--- src/rtl/linkon_wake_gen.sv ---
module linkon_wake_gen #(
  parameter int DIV_HALF      = 16,
  parameter int PWRUP_CYCLES  = 41750,
  parameter int MAX_PWR_CLASS = 4
) (
  input  logic       clk,
  input  logic       rst_n,
  input  logic       link_status,
  input  logic       link_ctrl,
  input  logic       linkon_pkt,
  input  logic       phy_int,
  input  logic       phy_int_en,
  input  logic       bus_reset,
  input  logic [2:0] pwr_class,
  input  logic       pwr_on,
  output logic       link_on
);

  localparam int DW = (DIV_HALF < 2) ? 1 : $clog2(DIV_HALF);
  localparam int PW = $clog2(PWRUP_CYCLES + 1);
  localparam logic [DW-1:0] DIV_LAST = DW'(DIV_HALF - 1);
  localparam logic [PW-1:0] PU_LOAD  = PW'(PWRUP_CYCLES);

  logic          req_q;
  logic          run_q;
  logic [PW-1:0] pu_cnt;
  logic [DW-1:0] div_cnt;

  wire link_active = link_status & link_ctrl;
  wire int_hold    = phy_int & phy_int_en;
  wire wake        = linkon_pkt | int_hold;
  wire class_ok    = pwr_class <= 3'(MAX_PWR_CLASS);
  wire win         = pu_cnt != '0;
  wire act         = req_q | win;

  always_ff @(posedge clk) begin
    if (!rst_n)                     req_q <= 1'b0;
    else if (link_active)           req_q <= 1'b0;
    else if (wake)                  req_q <= 1'b1;
    else if (bus_reset && !int_hold) req_q <= 1'b0;
  end

  always_ff @(posedge clk) begin
    if (!rst_n)                   pu_cnt <= '0;
    else if (link_active)         pu_cnt <= '0;
    else if (pwr_on && class_ok)  pu_cnt <= PU_LOAD;
    else if (win)                 pu_cnt <= pu_cnt - 1'b1;
  end

  always_ff @(posedge clk) begin
    if (!rst_n || !act) begin
      run_q   <= 1'b0;
      div_cnt <= '0;
      link_on <= 1'b0;
    end else if (!run_q) begin
      run_q   <= 1'b1;
      div_cnt <= '0;
      link_on <= 1'b1;
    end else if (div_cnt == DIV_LAST) begin
      div_cnt <= '0;
      link_on <= ~link_on;
    end else begin
      div_cnt <= div_cnt + 1'b1;
    end
  end

  a_r1_active_blocks_wake: assert property (@(posedge clk) disable iff (!rst_n)
    (link_active && wake) |=> !req_q);

  a_r2_wake_sets: assert property (@(posedge clk) disable iff (!rst_n)
    (!link_active && wake) |=> req_q);

  a_r4_active_clears: assert property (@(posedge clk) disable iff (!rst_n)
    link_active |=> (!req_q && pu_cnt == '0));

  a_r5_bus_reset_clears: assert property (@(posedge clk) disable iff (!rst_n)
    (bus_reset && !link_active && !wake) |=> !req_q);

  a_r5_int_override: assert property (@(posedge clk) disable iff (!rst_n)
    (bus_reset && int_hold && !link_active) |=> req_q);

  a_r6_class_skip: assert property (@(posedge clk) disable iff (!rst_n)
    (pwr_on && !class_ok && !win) |=> !win);

  a_r6_window_bound: assert property (@(posedge clk) disable iff (!rst_n)
    pu_cnt <= PU_LOAD);

  a_r7_idle_low: assert property (@(posedge clk) disable iff (!rst_n)
    !act |=> !link_on);

  a_r7_hold_phase: assert property (@(posedge clk) disable iff (!rst_n)
    (act && run_q && div_cnt != DIV_LAST) |=> $stable(link_on));

  a_r7_toggle: assert property (@(posedge clk) disable iff (!rst_n)
    (act && run_q && div_cnt == DIV_LAST) |=> (link_on != $past(link_on)));

endmodule

--- config.mk ---
export PLATFORM = sky130hd
export DESIGN_NAME = linkon_wake_gen
export DESIGN_NICKNAME = d
export VERILOG_FILES = /design/src/rtl/linkon_wake_gen.sv
export SDC_FILE = /design/constraint.sdc
export NUM_CORES = 1
export LEC_CHECK = 0
export BUFFER_PORTS_ARGS = -buffer_cell sky130_fd_sc_hd__buf_4
export CAP_MARGIN = 20
export CORE_UTILIZATION = 30
export DETAILED_ROUTE_END_ITERATION = 6
export HOLD_SLACK_MARGIN = 0.1
export PLACE_DENSITY = 0.52
export SYNTH_ARGS = -nofsm -noshare
export SYNTH_HDL_FRONTEND = slang
export SYNTH_SLANG_ARGS = --single-unit
export TNS_END_PERCENT = 20
--- constraint.sdc ---
create_clock -name clk -period 2.3 [get_ports clk]
set_clock_uncertainty 0.1 [all_clocks]
set_input_delay 0.46 -clock clk [delete_from_list [all_inputs] [get_ports clk]]
set_output_delay 0.46 -clock clk [all_outputs]
set_load 0.02 [all_outputs]
==> impl_metrics.py <==
metrics = {
    "outcome": {
        "status": "completed",
    },
    "critical_path": {
        "cp_num_buf_inv": 0,
        "r2r-end": "pu_cnt[15]",
        "critical_path_class": "flop to flop",
        "startpoint_type": "flop",
        "crit_path_max_incr_delay_ns": 0.56,
        "reg2reg_depth": 4,
        "cp_top_family": "simple AND/OR/NAND/NOR gates",
        "crit_path_top_delay_cell": "or4_4",
        "startpoint": "pu_cnt[3]",
        "worstPathCellList": "or4_4 > or3_1 > or4_1 > a31oi_1",
        "rr_startpoint": "pu_cnt[3]",
        "critical_path.max_fanout": 6,
        "path_depth": 4,
        "ff2ff_setup_slack_ns": 0.24,
        "critPathArrivalTime_ns": 2.21,
        "endpoint_kind": "flop",
        "cp.required_ns": 2.45,
    },
    "pwr": {
        "p_seq_share_pct": 45.3,
        "p_int_uw": 709,
        "swShare_pct": 36.8,
        "p_clk_share_pct": 16.9,
        "power.switching_uw": 413,
        "comb_power_share_pct": 37.8,
        "power_leakage_nw": 0.470,
        "ir_drop_uv": 286,
        "power_mw": 1.12,
        "power.density_nw_per_um2": 875,
    },
    "min_path": {
        "hold_class": "primary input to flop",
        "min-delay-start": "bus_reset",
        "min_to": "req_q",
        "holdPathStages": 3,
    },
    "global_route": {
        "grt_pass1_vias": 946,
        "grt_util_all_layers_pct": 13.9,
        "grt_pass1_wl_um": 4310,
        "use_met2_pct": 22.7,
        "grt.overflow.total": 0,
        "busiest_layer": "met2",
        "grtUsageMet3_pct": 2.55,
        "grt_max_degree": 13,
        "use_met1_pct": 18.4,
        "antenna_found_initial": 0,
    },
    "routing": {
        "ant_nets": 0,
        "drt_pass1_iterations": 4,
        "initialDrtViolationCount": 25,
        "wl_per_cell_um": 13.5,
        "viasPerCell": 5.41,
        "drc_errors": 0,
        "vias": 1000,
        "routed_wl_um": 2490,
    },
    "placement": {
        "dpl_cell_area_um2": 1250,
        "gp_congestion": 0.767,
        "portBuffers": 12,
        "dp_hpwl_um": 1830,
    },
    "clock_tree": {
        "cts_num_sinks": 23,
        "htree_levels": 1,
        "clkLatencyLatePin_ns": 0.31,
        "cts_root_buf": "clkbuf_4",
        "cts_hold_buf": 0,
        "cts_setup_buffers": 0,
        "clk_pin_slew_ns": 0.12,
        "cts_buffer_depth": 2,
        "cts_buffers": 3,
        "tritoncts": "built",
    },
    "logic_synthesis": {
        "yosys.area.top_type_share_pct": 42.1,
        "synth_area_leaders": "dfxtp_1, a21oi_1, o21ai_0",
        "yosys.area.top_type": "dfxtp_1",
        "yosys_warnings": 0,
        "synth_nets": 139,
        "syn_area_um2": 1090,
        "netlist_top_cells_count": "dfxtp_1, a21oi_1, o21ai_0",
        "ys_ff_latch": 23,
        "yosysSeqAreaShare_pct": 42.1,
        "synth_cell_types": 37,
        "synth_area_per_cell_um2": 8.83,
        "synthArstFlopShare_pct": 0,
        "yosys.cell_count.top_type": "dfxtp_1",
        "synth_flop_cell": "dfxtp_1",
        "synth-edff-count": 0,
        "synthCells": 124,
    },
    "timing": {
        "slew_headroom_pct": 64.0,
        "rsz0062_at_grt": "false",
        "drv_slew": 0,
        "finalCriticalPeriod_ns": 2.06,
        "worst_slew_pin_slew_ns": 0.531,
        "period_share_pct": 89.6,
        "setup_tns_ns": 0,
        "hold-worst-slack_ns": 0.298,
        "hold_violations": 0,
        "setup_violations": 0,
        "max_freq_mhz": 485,
    },
    "die": {
        "core_um2": 3420,
        "rows": 21,
        "die_w_um": 62.4,
        "io_pins": 13,
        "die_area_um2": 3900,
        "start_util_pct": 32.1,
        "die_h_um": 62.4,
    },
    "layout": {
        "stdcell_area_um2": 1280,
        "multi_input_area_um2": 614,
        "antenna_cells": 0,
        "nFillCells": 382,
        "syn_to_final_growth_pct": 17.1,
        "final_nets": 155,
        "drive_gt1_share_pct": 17.3,
        "regArea_um2": 460,
    },
    "job": {
        "maxCapViolCount": 0,
    },
}
==> layout by cell type (no fill, tap or decap), types with 2 or more instances in the layout <==
cell / count
nor3b_1: 2
a21oi_1: 14
or4_1: 6
clkbuf_4: 3
nor3_1: 2
nand2b_1: 5
o31ai_1: 4
dfxtp_1: 23
or3_1: 4
a31oi_1: 5
buf_4: 15
xnor2_1: 2
nand2_1: 6
nor2_1: 6
nand4b_1: 3
nand3_1: 3
ha_1: 3
o21ai_0: 9
inv_1: 3
nor2b_1: 2
==> worst min-delay path, cell delays in order <==
cell and delay, ns:
buf_4 0.08, nand2b_1 0.09, a21oi_1 0.05
==> repair_timing <==
action | in CTS | in global routing
endpoints found under the setup margin | 0 | 4
endpoints found under the hold margin | 0 | 0
gates resized for setup | 0 | 1
==> how the worst max path moves through the flow <==
stage,to,slack (ns)
CTS,div_cnt[0],0.12
global route,div_cnt[0],0.12
global placement,div_cnt[0],0.22
detailed placement,div_cnt[0],0.15
finish,pu_cnt[15],0.24
floorplan,div_cnt[0],0.36
==> metrics by stage <==
| step | util [%] | std cells | setup slack, ns |
|---|---|---|---|
| 4_1_cts | 37.4 | 185 | 0.121 |
| 5_1_grt | 37.5 | 185 | 0.117 |
| 6_report | 37.5 | 185 | 0.239 |
| 3_3_place_gp | 36.6 | 181 | 0.223 |
| 2_1_floorplan | - | 124 | 0.355 |
| 3_5_place_dp | 36.6 | 181 | 0.152 |
==> flip-flops by register name (all words and copies together) (netlist names) <==
| register | cells |
|---|---|
| req_q | 1 |
| pu_cnt | 16 |
| div_cnt | 4 |
| link_on | 1 |
| run_q | 1 |
==> kinds of logic (layout without fill, tap and decap cells) <==
| family | after synthesis | in the layout | synth area share [%] |
|---|---|---|---|
| AND/OR/NAND/NOR | 49 | 49 | 28.0 |
| AO/OA/AOI/OAI | 39 | 39 | 21.7 |
| flip-flops | 23 | 23 | 42.1 |
| buffers and inverters | 7 | 22 | 2.40 |
| adder cells (fa/ha/maj) | 3 | 3 | 3.43 |
| XOR/XNOR | 3 | 3 | 2.40 |
==> layout make-up <==
class / instances / share of cell area (%)
multi-input combinational: 94 / 47.9
sequential: 23 / 35.9
timing repair buffer: 15 / 8.78
tap: 46 / 4.49
clock buffer: 4 / 2.05
inverter: 3 / 0.878
==> power groups by stage <==
stage          logic (mW)  clock network (mW)  registers (mW)
2_1_floorplan       0.300                   0           0.507
3_3_place_gp        0.411                   0           0.514
3_5_place_dp        0.417                   0           0.516
4_1_cts             0.421               0.200           0.507
5_1_grt             0.483               0.213           0.521
6_report            0.424               0.189           0.509
==> per-layer routing <==
layer	routed length [um]	up-vias
li1	-	500
met1	1220	477
met2	1150	19
met3	92	4
met4	29	0
met5	0	-
No activity file was read; power rests on OpenSTA's default activity.
